$ cat src/rtl/dma_split_pkg.sv
package dma_split_pkg;

    localparam int CODE_W      = 3;
    localparam int BASE_DW     = 32;
    localparam int MAX_CODE    = 5;
    localparam int BOUNDARY_DW = 1024;
    localparam int OFS_W       = $clog2(BOUNDARY_DW);
    localparam int CHUNK_W     = OFS_W + 1;

    typedef logic [CHUNK_W-1:0] chunk_len_t;
    typedef logic [CODE_W-1:0]  size_code_t;

    typedef enum logic {
        ST_IDLE  = 1'b0,
        ST_ISSUE = 1'b1
    } split_state_e;

    typedef struct packed {
        logic       is_write;
        size_code_t payload_code;
        size_code_t read_code;
    } split_cfg_t;

    // Decode a size cap code into DWORDs; codes beyond MAX_CODE clamp to 4 KB.
    function automatic chunk_len_t code_to_dw(input size_code_t code);
        if (code > size_code_t'(MAX_CODE))
            return chunk_len_t'(BOUNDARY_DW);
        return chunk_len_t'(BASE_DW) << code;
    endfunction

endpackage

$ cat src/rtl/split_limit_sel.sv
module split_limit_sel
    import dma_split_pkg::*;
(
    input  split_cfg_t cfg,
    output chunk_len_t limit_dw
);
    chunk_len_t payload_dw;
    chunk_len_t read_dw;

    always_comb begin
        payload_dw = code_to_dw(cfg.payload_code);
        read_dw    = code_to_dw(cfg.read_code);
        limit_dw   = cfg.is_write ? payload_dw : read_dw;
    end
endmodule

$ cat src/rtl/split_sizer.sv
module split_sizer
    import dma_split_pkg::*;
#(
    parameter int ADDR_W = 64,
    parameter int LEN_W  = 16
) (
    input  logic [ADDR_W-1:0] cur_addr,
    input  logic [LEN_W-1:0]  remain_dw,
    input  chunk_len_t        limit_dw,
    output chunk_len_t        chunk_dw,
    output logic              is_last
);
    localparam int CMP_W = (LEN_W > CHUNK_W) ? LEN_W : CHUNK_W;

    logic [OFS_W-1:0] dw_offset;
    logic [CMP_W-1:0] to_edge;
    logic [CMP_W-1:0] rem_x;
    logic [CMP_W-1:0] lim_x;
    logic [CMP_W-1:0] cap_min;
    logic [CMP_W-1:0] pick;

    always_comb begin
        dw_offset = cur_addr[OFS_W+1:2];
        to_edge   = CMP_W'(BOUNDARY_DW) - CMP_W'(dw_offset);
        rem_x     = CMP_W'(remain_dw);
        lim_x     = CMP_W'(limit_dw);
        cap_min   = (lim_x < to_edge) ? lim_x : to_edge;
        pick      = (rem_x < cap_min) ? rem_x : cap_min;
        chunk_dw  = chunk_len_t'(pick);
        is_last   = (rem_x == pick);
    end
endmodule

$ cat src/rtl/split_ctrl.sv
module split_ctrl
    import dma_split_pkg::*;
#(
    parameter int ADDR_W = 64,
    parameter int LEN_W  = 16
) (
    input  logic              clk,
    input  logic              rst,
    input  logic              req_valid,
    input  logic [ADDR_W-1:0] req_addr,
    input  logic [LEN_W-1:0]  req_len_dw,
    input  split_cfg_t        req_cfg,
    input  logic              chk_ready,
    input  chunk_len_t        chunk_dw,
    input  logic              is_last,
    output logic              req_ready,
    output logic              chk_valid,
    output logic [ADDR_W-1:0] cur_addr,
    output logic [LEN_W-1:0]  remain_dw,
    output split_cfg_t        cfg_q
);
    split_state_e state;
    logic         take;
    logic         fire;

    assign req_ready = (state == ST_IDLE);
    assign chk_valid = (state == ST_ISSUE);
    assign take      = req_valid && req_ready;
    assign fire      = chk_valid && chk_ready;

    always_ff @(posedge clk) begin
        if (rst) begin
            state     <= ST_IDLE;
            cur_addr  <= '0;
            remain_dw <= '0;
            cfg_q     <= '0;
        end else if (take) begin
            cur_addr  <= {req_addr[ADDR_W-1:2], 2'b00};
            remain_dw <= req_len_dw;
            cfg_q     <= req_cfg;
            state     <= (req_len_dw == '0) ? ST_IDLE : ST_ISSUE;
        end else if (fire) begin
            cur_addr  <= cur_addr + (ADDR_W'(chunk_dw) << 2);
            remain_dw <= remain_dw - LEN_W'(chunk_dw);
            if (is_last)
                state <= ST_IDLE;
        end
    end
endmodule

$ cat src/rtl/dma_req_splitter.sv
module dma_req_splitter
    import dma_split_pkg::*;
#(
    parameter int ADDR_W = 64,
    parameter int LEN_W  = 16
) (
    input  logic                clk,
    input  logic                rst,
    input  logic                req_valid,
    output logic                req_ready,
    input  logic [ADDR_W-1:0]   req_addr,
    input  logic [LEN_W-1:0]    req_len_dw,
    input  logic                req_is_write,
    input  logic [CODE_W-1:0]   max_payload_code,
    input  logic [CODE_W-1:0]   max_read_code,
    output logic                chk_valid,
    input  logic                chk_ready,
    output logic [ADDR_W-1:0]   chk_addr,
    output logic [CHUNK_W-1:0]  chk_len_dw,
    output logic                chk_is_write,
    output logic                chk_last
);
    split_cfg_t        req_cfg;
    split_cfg_t        cfg_q;
    chunk_len_t        limit_dw;
    chunk_len_t        chunk_dw;
    logic              is_last;
    logic [ADDR_W-1:0] cur_addr;
    logic [LEN_W-1:0]  remain_dw;

    assign req_cfg = '{is_write: req_is_write,
                       payload_code: max_payload_code,
                       read_code: max_read_code};

    split_ctrl #(.ADDR_W(ADDR_W), .LEN_W(LEN_W)) i_ctrl (
        .clk        (clk),
        .rst        (rst),
        .req_valid  (req_valid),
        .req_addr   (req_addr),
        .req_len_dw (req_len_dw),
        .req_cfg    (req_cfg),
        .chk_ready  (chk_ready),
        .chunk_dw   (chunk_dw),
        .is_last    (is_last),
        .req_ready  (req_ready),
        .chk_valid  (chk_valid),
        .cur_addr   (cur_addr),
        .remain_dw  (remain_dw),
        .cfg_q      (cfg_q)
    );

    split_limit_sel i_limit (
        .cfg      (cfg_q),
        .limit_dw (limit_dw)
    );

    split_sizer #(.ADDR_W(ADDR_W), .LEN_W(LEN_W)) i_sizer (
        .cur_addr  (cur_addr),
        .remain_dw (remain_dw),
        .limit_dw  (limit_dw),
        .chunk_dw  (chunk_dw),
        .is_last   (is_last)
    );

    assign chk_addr     = cur_addr;
    assign chk_len_dw   = chunk_dw;
    assign chk_is_write = cfg_q.is_write;
    assign chk_last     = is_last;
endmodule

$ cat config.mk
export PLATFORM = sky130hd
export DESIGN_NAME = dma_req_splitter
export DESIGN_NICKNAME = d
export VERILOG_FILES = /design/src/rtl/dma_split_pkg.sv /design/src/rtl/split_limit_sel.sv /design/src/rtl/split_sizer.sv /design/src/rtl/split_ctrl.sv /design/src/rtl/dma_req_splitter.sv
export SDC_FILE = /design/constraint.sdc
export NUM_CORES = 1
export LEC_CHECK = 0
export BUFFER_PORTS_ARGS = -buffer_cell sky130_fd_sc_hd__buf_2
export CAP_MARGIN = 15
export CORE_MARGIN = 3
export CORE_UTILIZATION = 58
export CTS_CLUSTER_SIZE = 40
export DETAILED_ROUTE_END_ITERATION = 8
export GPL_ROUTABILITY_DRIVEN = 0
export PLACE_DENSITY = 0.95
export SYNTH_ARGS = -nofsm -noshare
export SYNTH_HDL_FRONTEND = slang
export SYNTH_SLANG_ARGS = --single-unit
$ cat constraint.sdc
create_clock -name clk -period 19.19 [get_ports clk]
set_input_delay 3.838 -clock clk [delete_from_list [all_inputs] [get_ports clk]]
set_output_delay 3.838 -clock clk [all_outputs]
set_load 0.005 [all_outputs]
### After elaboration in Yosys (flattened, before gate mapping)

Index checks and enable logic that the tools add are counted.
W data, S select, Z words.

| storage, ports and cells | value |
|---|---|
| word-level logic and storage cells | 42 |
| input bits | 91 |
| bits in registers | 88 |

| cells by class | value |
|---|---|
| $lt $le $gt $ge | 4 |
| reductions and logical operators | 7 |
| mux-type cells | 17 |
| bitwise gates (word level) | 1 |
| add/sub/neg operators | 3 |
| shifts and indexed selects | 2 |
| equal/unequal tests | 1 |

Operator list:

| operator | count |
|---|---|
| $mux W64 | 2 |
| $add A64 B13 Y64 | 1 |
| $mux W16 | 4 |
| $mux W11 | 5 |
| $shl A6 B3 Y11 const A | 2 |
| $eq A16 B16 Y1 | 1 |
| $logic_not A16 Y1 | 1 |
| $lt A11 B16 Y1 | 1 |
| $lt A16 B16 Y1 | 1 |
| $sub A16 B11 Y16 | 1 |
| $sub A11 B10 Y12 const A | 1 |
| $gt A3 B3 Y1 const B | 2 |
| $mux W1 | 6 |
| $reduce_bool A2 Y1 | 2 |
| $logic_and A1 B1 Y1 | 2 |
| $reduce_and A2 Y1 | 1 |
| $reduce_or A2 Y1 | 1 |
| $not A1 Y1 | 1 |

### Logic depth before layout (Yosys ltp)

Gate-level depths: netlist (run 1).

| logic depth | value |
|---|---|
| depth after elaboration | 12 |
| gate-level depth with buffers | 35 |
| gate-level depth less buffers | 33 |

### Modules after synthesis

From an unflattened synthesis (run 1), not the netlist that was laid out.

| second synthesis, totals | value |
|---|---|
| cells, all modules | 918 |
| area total of the unflattened synthesis | 7342.0 µm² |

Modules (own cells, without submodules):

| module | area each (µm²) | cells an instance | times used |
|---|---|---|---|
| split_ctrl | 5896.9 | 727 | 1 |
| split_sizer | 1271.2 | 166 | 1 |
| split_limit_sel | 173.9 | 25 | 1 |

### Worst setup path before layout (run 1)

Ideal clock, no wire load.

| timing path | value |
|---|---|
| path type | reg2out |
| from | register i_ctrl.cur_addr[6] |
| to | output chk_last |
| slack | 9743 ps |
| arrival | 5609 ps |
| cell stages (with the launch flop) | 27 |
| data required time | 15352 ps |
| buffers on the path | 2 |
| cell sequence | dfxtp_1 > or4_1 > or3_1 > nor2_1 > xor2_1 > ha_1 > a21o_1 > a21oi_1 > and2_1 > a22o_1 > clkbuf_1 > nor2_2 > and3_1 > inv_1 > ha_1 > a21o_1 > a21o_1 > a21oi_1 > o21ai_1 > nor4_1 > o21ai_1 > o311ai_2 > buf_6 > mux2_1 > ha_1 > nand4_1 > nor4_1 |

| between the ends | value |
|---|---|
| cells in the longest elaborated chain, start to end | 6 |

Ends and longest elaborated chain:

| item | RTL line | RTL |
|---|---|---|
| start: declaration | split_ctrl.sv:18 | `output logic [ADDR_W-1:0] cur_addr,` |
| start signal: assignment | split_ctrl.sv:38 | `cur_addr <= {req_addr[ADDR_W-1:2], 2'b00};` |
| start signal: assignment | split_ctrl.sv:43 | `cur_addr <= cur_addr + (ADDR_W'(chunk_dw) << 2);` |
| $sub A11 B10 Y12 * | split_sizer.sv:24 | `to_edge = CMP_W'(BOUNDARY_DW) - CMP_W'(dw_offset);` |
| $lt A11 B16 Y1 | split_sizer.sv:27 | `cap_min = (lim_x < to_edge) ? lim_x : to_edge;` |
| $mux W16 * | split_sizer.sv:27 |  |
| $lt A16 B16 Y1 | split_sizer.sv:28 | `pick = (rem_x < cap_min) ? rem_x : cap_min;` |
| $mux W16 * | split_sizer.sv:28 |  |
| $eq A16 B16 Y1 * | split_sizer.sv:30 | `is_last = (rem_x == pick);` |
| end: declaration | dma_req_splitter.sv:21 | `output logic chk_last` |

Mark *: on every way between the ends. The rest lies on a longest branch, timed or not.

### Worst setup path in the final report (run 1)

Ends and elaborated chain as after synthesis.

==> results.txt, run 1 <==
----------------------------------------------------
[Synth]
  Share of cell area taken by muxes after synthesis ... 4.75%
  XOR/XNOR Fraction of Synth Area ... 2.97%
  Count of warnings emitted by yosys ... 0
  Number of distinct library cells after synthesis ... 73
  Complex-gate fraction of the synthesized area ... 26.9%
  Post-Synthesis Cell Area ... 0.00648 sq mm
  Post-synthesis average cell area ... 7.62 sq um
  Simple-gate area share of the yosys netlist ... 25.6%
  Dominant synthesized flop cell ... dfxtp_1
  Synth async-reset ratio ... 0%
  Post-synth EDFFs ... 0
  Seq cells post-synth ... 86
  Dominant combinational cell family by area after synthesis ... compound AO/OA/AOI/OAI gates
  Adder-Cell Fraction of Synth Area ... 8.15%
  Post-Syn Instances ... 850
  Portion of the post-synthesis area used by sequential elements ... 26.6%

[STA]
  Number of hold violations in the final report ... 0
  Setup repair after global routing missed its margin ... false
  Post-layout worst setup margin ... 8.29 ns
  Max Transition Viols Final ... 0
  Tcrit/Tclk final ... 56.8%
  Setup Total Neg Slack ... 0 ns
  Layout Skew ... 0.0237 ns
  Number of endpoints failing setup at the final stage ... 0
  Pin slew with the least headroom to its limit ... 1.16 ns
  Min cycle time layout ... 10.90 ns
  Worst max-slew margin expressed relative to the limit ... 22.2%
  Fmax ... 91.8 MHz

[CTS]
  Total CTS buffers ... 9
  Latest clock arrival within the worst-skew pair ... 0.38 ns
  Clock tree from TritonCTS ... built
  Setup repair bufs after CTS ... 0
  Number of levels in the clock H-tree ... 3
  Worst-path clk slew ... 0.09 ns
  TritonCTS Sinks ... 86
  Clock buffer depth ... 2
  Post-cts repair resize count ... 0
  Cell chosen for the clock root ... clkbuf_8
  Hold bufs inserted after CTS ... 0

[Power and ir drop]
  Maximum ir drop on the vdd rail ... 68.6 uV
  Switching portion of total power ... 40.4%
  Total leakage power ... 3.19 nW
  Gate power share ... 43.2%
  P_int ... 361 uW
  Sequential share of power ... 35.7%
  Power dissipated by switching net loads ... 244 uW
  Total power density per cell area ... 80.3 mW/mm^2
  Clock network fraction of total power ... 21.1%

[Status]
  Status ... finished, final reports clean

[Worst setup path]
  Req. time, crit path ... 15.35 ns
  Arrival time of data at the critical path endpoint ... 7.06 ns
  CP top delay family ... simple AND/OR/NAND/NOR gates
  Critical path origin ... i_ctrl.cur_addr[6]
  Setup crit end kind ... output pin
  Number of buffers and inverters on the critical path ... 2
  Crit Path Category ... register to output pin
  Master of the slowest instance on the critical path ... or4_1
  Critical Path Max Stage Delay ... 0.62 ns
  Worst reg2reg path startpoint ... i_ctrl.cur_addr[6]
  Largest driver fanout on the critical path ... 21
  Startpoint Class ... register

[Final layout]
  Total area of multi-input combinational cells ... 0.00445 sq mm
  Number of nets in the layout ... 1,117
  Commonest non-fill, non-tap cells in the layout ... 166 x buf_2, 102 x nand2_1, 86 x a21oi_1, 86 x dfxtp_1, 46 x nor2_1
  Most common cell after layout, fill and taps aside ... buf_2
  Area growth from synthesis to final layout ... 16.3%
  Cell area after layout ... 0.00753 sq mm
  Storage element area ... 0.00172 sq mm
  Total inserted antenna cells ... 0
  Proportion of layout cells with a drive suffix above 1 ... 20.0%
  Layout filler cell count ... 853

[Die]
  Die boundary height ... 112 microns
  Die footprint ... 0.0125 sq mm
  Count of pins on the block boundary ... 170
  Starting Density ... 61.1%
  Num rows ... 37
  Die width ... 112 microns
  Core Area ... 0.0106 sq mm

[Route]
  DR vias/cell ... 6.61
  Iteration-0 DRC count of the detailed router ... 634
  Final wirelength ... 20,900 microns
  Detailed-router iteration count before antenna repair ... 5
  Routed length per instance ... 18.6 microns
  Overall via count from detail_route ... 7,439
  Number of remaining DRC errors ... 0
  ANT nets after route ... 0

[Hold path]
  Min-Delay Startpoint ... i_ctrl.remain_dw[11]
  Min-delay worst type ... register to register

[Placed design]
  Area after detailed placement ... 0.00734 sq mm
  Place WS ... 8.83 ns
  Number of port buffers ... 165
  Total half-perimeter wirelength after legalization and detailed placement ... 15,200 microns

[GRT]
  Total global-route track usage ... 32.7%
  Vias in the first global route ... 7,153
  Pin count of the biggest net entering global routing ... 87
  Antenna violations before repair ... 0
  Remaining Overflow, GRT ... 0
  Wire length of the first global-routing pass ... 34,200 microns

[Flow run]
  Max Cap Viol ... 0

----------------------------------------------------
sequential cells by signal, indices dropped and copies added (netlist names):
name,flops
i_ctrl.remain_dw,16
i_ctrl.cur_addr,62
i_ctrl.cfg_q,7
i_ctrl.chk_valid,1
power groups by stage:
stage	combinational, mW	sequential (mW)	clock [mW]
after floorplan	0.191	0.213	0
after global placement	0.243	0.218	0
after detailed placement	0.252	0.219	0
after CTS	0.256	0.215	0.128
after global routing	0.286	0.219	0.135
final	0.261	0.216	0.128
cells in the mapped netlist (6+ instances only):
master | instances | area [sq um]
mux2i_1 | 15 | 150
or3_1 | 15 | 93.8
a31oi_1 | 26 | 163
o21ai_1 | 14 | 70.1
o21ai_0 | 10 | 50.1
dfxtp_1 | 86 | 1720
and3_1 | 18 | 113
nand2_1 | 102 | 383
ha_1 | 39 | 488
a211oi_1 | 7 | 52.6
mux2_1 | 13 | 146
o22ai_1 | 7 | 43.8
xnor2_1 | 9 | 78.8
nor3_1 | 21 | 105
nand4_1 | 22 | 138
or4_1 | 6 | 45.0
clkbuf_1 | 39 | 146
inv_1 | 30 | 113
o21a_1 | 6 | 45.0
nand3_1 | 40 | 200
xor2_1 | 13 | 114
o211ai_1 | 18 | 135
a2bb2oi_1 | 6 | 52.6
a21oi_1 | 86 | 430
and2_1 | 7 | 43.8
nor2b_1 | 7 | 43.8
o311ai_1 | 6 | 52.6
nor4_1 | 15 | 93.8
a21o_1 | 12 | 90.1
nor2_1 | 47 | 176
nand2b_1 | 9 | 56.3
a22oi_1 | 26 | 195
stage by stage:
step | total power, mW | cells | util, % | hold WS [ns]
after floorplan | 0.405 | 851 | - | 0.463
after global placement | 0.461 | 1109 | 69.2 | 0.485
after detailed placement | 0.471 | 1109 | 69.2 | 0.494
after CTS | 0.599 | 1125 | 71.0 | 0.508
after global routing | 0.640 | 1126 | 71.0 | 0.529
final | 0.605 | 1126 | 71.0 | 0.513
cell families after synthesis:
logic type / Yosys count
AO/OA/AOI/OAI: 262
multiplexers: 29
adder cells (fa/ha/maj): 41
other: 1
flip-flops: 86
AND/OR/NAND/NOR: 329
XOR/XNOR: 22
buffers and inverters: 80
tightest hold or removal path, cell delays in order (launching register included):
cell	delay, ns
dfxtp_1	0.33
o311ai_1	0.07
a21oi_1	0.06
layer usage:
metal | GRT usage (%) | share of wire (%) | vias to the layer above
met3 | 7.01 | 9.6 | 86
met1 | 39.2 | 39 | 3464
met2 | 56.0 | 47 | 419
met5 | 0 | 0 | -
li1 | - | - | 3470
met4 | 15.0 | 4.4 | 0
final timing paths:
path,endpoint,slack [ns],cells past startpoint
worst min-delay path,i_ctrl.remain_dw[11],0.51,2
worst max-delay path,chk_last,8.29,25
worst min register to register,i_ctrl.remain_dw[11],0.51,2
worst max register to register,i_ctrl.cur_addr[31],10.56,29
final cells by class:
class                   instances  area share, %
flip-flops and latches         86           22.9
repair buffers                173           11.7
well taps                     136           2.26
clock inverters                 6          0.698
inverters                      30           1.50
clock buffers                  10           1.83
multi-input cells             685           59.1
(Power assumes the default switching activity.)
==> run 2: changes to the inputs <==
- ABC_AREA: default -> 1
- CORE_UTILIZATION: 58 -> 50
- PLACE_DENSITY: 0.95 -> 0.9
- clock period: 19.19 -> 10 ns (I/O delays scaled with it)
==> results.txt, run 2 <==
----------------------------------------------------
[Status]
  Status ... finished, final reports clean

[Synth]
  Post-synth EDFFs ... 0
  Portion of the post-synthesis area used by sequential elements ... 23.0%
  Largest cells by area after synthesis ... dfxtp_1 23%, nand2_1 19%, inv_1 7.4%, ha_1 6.5%, nor2_1 6.3%
  Count leader, synth ... nand2_1
  Synth async-reset ratio ... 0%
  Count of warnings emitted by yosys ... 0
  Most numerous cell types in the synthesized netlist ... 381 x nand2_1, 148 x inv_1, 126 x nor2_1, 86 x dfxtp_1, 60 x a31oi_1
  Post-synthesis average cell area ... 6.01 sq um
  Post-Synthesis Cell Area ... 0.00748 sq mm
  Yosys top cell by area ... dfxtp_1
  Seq cells post-synth ... 86
  Post-Syn Instances ... 1,244
  Fraction of post-synthesis cell area in the top cell type by area ... 23.0%
  Dominant synthesized flop cell ... dfxtp_1
  Number of distinct library cells after synthesis ... 47

[Final layout]
  Register with the most flip-flops ... i_ctrl.cur_addr
  Largest register FFs ... 62
  End-of-flow core utilization ... 59.7%
  Largest registers ... i_ctrl.cur_addr x62, i_ctrl.remain_dw x16, i_ctrl.cfg_q x7
  Commonest non-fill, non-tap cells in the layout ... 381 x nand2_1, 165 x buf_2, 148 x inv_1, 125 x nor2_1, 86 x dfxtp_1
  Area growth from synthesis to final layout ... 16.5%
  Layout filler cell count ... 1,404
  Number of nets in the layout ... 1,518
  Most common cell after layout, fill and taps aside ... nand2_1
  Proportion of layout cells with a drive suffix above 1 ... 15.5%
  Total inserted antenna cells ... 0

[CTS]
  Clock buffer depth ... 2
  Hold bufs inserted after CTS ... 0
  Post-cts repair resize count ... 0
  TritonCTS Sinks ... 86
  Worst-path clk slew ... 0.06 ns
  Number of levels in the clock H-tree ... 3
  Cell chosen for the clock root ... clkbuf_16
  Latest clock arrival within the worst-skew pair ... 0.36 ns
  Total CTS buffers ... 9
  Clock tree from TritonCTS ... built
  Setup repair bufs after CTS ... 0

[Worst setup path]
  Number of buffers and inverters on the critical path ... 6
  Setup crit end kind ... output pin
  Arrival time of data at the critical path endpoint ... 6.33 ns
  Master of the slowest instance on the critical path ... or4_1
  Req. time, crit path ... 8.00 ns
  Largest driver fanout on the critical path ... 22
  Startpoint Class ... register
  CP top delay family ... simple AND/OR/NAND/NOR gates
  Critical Path Max Stage Delay ... 0.43 ns
  Crit Path Category ... register to output pin

[Route]
  Number of remaining DRC errors ... 0
  Iteration-0 DRC count of the detailed router ... 1,287
  Detailed-router iteration count before antenna repair ... 7
  DR vias/cell ... 5.72
  Overall via count from detail_route ... 9,003
  Routed length per instance ... 15.5 microns
  Final wirelength ... 24,400 microns
  ANT nets after route ... 0

[STA]
  Layout Skew ... 0.00784 ns
  Worst max-slew margin expressed relative to the limit ... 42.2%
  Number of endpoints failing setup at the final stage ... 0
  Setup Total Neg Slack ... 0 ns
  Min cycle time layout ... 8.33 ns
  Pin slew with the least headroom to its limit ... 0.867 ns
  Number of hold violations in the final report ... 0
  Setup repair after global routing missed its margin ... false
  Max Transition Viols Final ... 0
  Tcrit/Tclk final ... 83.3%
  Fmax ... 120 MHz

[Power and ir drop]
  Total power density per cell area ... 154 mW/mm^2
  Total leakage power ... 3.99 nW
  Maximum ir drop on the vdd rail ... 102 uV
  Overall power after layout ... 1.34 mW

[GRT]
  Wire length of the first global-routing pass ... 39,400 microns
  Remaining Overflow, GRT ... 0
  Total global-route track usage ... 29.3%
  Pin count of the biggest net entering global routing ... 79
  Vias in the first global route ... 8,420
  Antenna violations before repair ... 0

[Die]
  Die boundary height ... 128 microns
  Starting Density ... 51.3%
  Num rows ... 44
  Die footprint ... 0.0165 sq mm
  Die width ... 128 microns
  Core Area ... 0.0146 sq mm
  Count of pins on the block boundary ... 170

[Hold path]
  Min-delay worst type ... register to register

[Placed design]
  Number of port buffers ... 165
  Total half-perimeter wirelength after legalization and detailed placement ... 18,600 microns

[Flow run]
  Max Cap Viol ... 0

----------------------------------------------------
[run 2: final cells by class]
cell class,instances,area (sq um),area share (%)
inverter,155,582,6.68
timing repair buffer,170,863,9.91
clock buffer,9,225,2.58
tap,184,230,2.64
multi-input combinational,964,5020,57.6
sequential,86,1720,19.8
clock inverter,7,75.1,0.862
[run 2: worst min-delay path: stages, from the launching register on]
cell     delay, ns
dfxtp_1       0.31
inv_1         0.07
a21oi_1       0.06
[run 2: worst paths after layout]
check	cells after the start	slack [ns]	from	endpoint
max	32	1.67	i_ctrl.cur_addr[3]	chk_last
min	2	0.49	i_ctrl.cfg_q[2]	i_ctrl.cfg_q[2]
min reg2reg	2	0.49	i_ctrl.cfg_q[2]	i_ctrl.cfg_q[2]
max reg2reg	41	2.66	i_ctrl.cur_addr[3]	i_ctrl.cur_addr[50]
[run 2: kinds of logic (layout without fill, tap and decap cells)]
group / after synthesis / in the layout / share of synthesized area (%)
AND/OR/NAND/NOR: 659 / 659 / 37.1
AO/OA/AOI/OAI: 208 / 208 / 16.3
buffers and inverters: 195 / 341 / 10.1
flip-flops: 86 / 86 / 23.0
XOR/XNOR: 54 / 54 / 6.33
adder cells (fa/ha/maj): 41 / 41 / 7.06
other: 1 / 2 / 0.0502
[run 2: layer usage]
layer | part of all wire, % | wire (microns) | GRT usage [%] | up-vias
met3 | 9.5 | 2310 | 6.54 | 94
li1 | - | - | - | 4373
met5 | 0 | 0 | 0 | -
met2 | 47 | 11400 | 48.6 | 462
met4 | 4.3 | 1060 | 14.1 | 0
met1 | 40 | 9660 | 35.7 | 4074
[run 2: power by group]
part           switching [mW]  internal [mW]  total (mW)
logic                   0.365          0.211       0.577
registers              0.0429          0.373       0.416
clock network           0.151          0.194       0.345
[run 2: through the flow]
step	std cells	hold slack, ns	area, sq um	worst slack, ns
2_1_floorplan	1245	0.444	7480	3.06
3_3_place_gp	1559	0.460	8410	2.38
3_5_place_dp	1559	0.482	8410	2.23
4_1_cts	1575	0.492	8710	1.78
5_1_grt	1575	0.534	8710	1.06
6_report	1575	0.492	8710	1.67
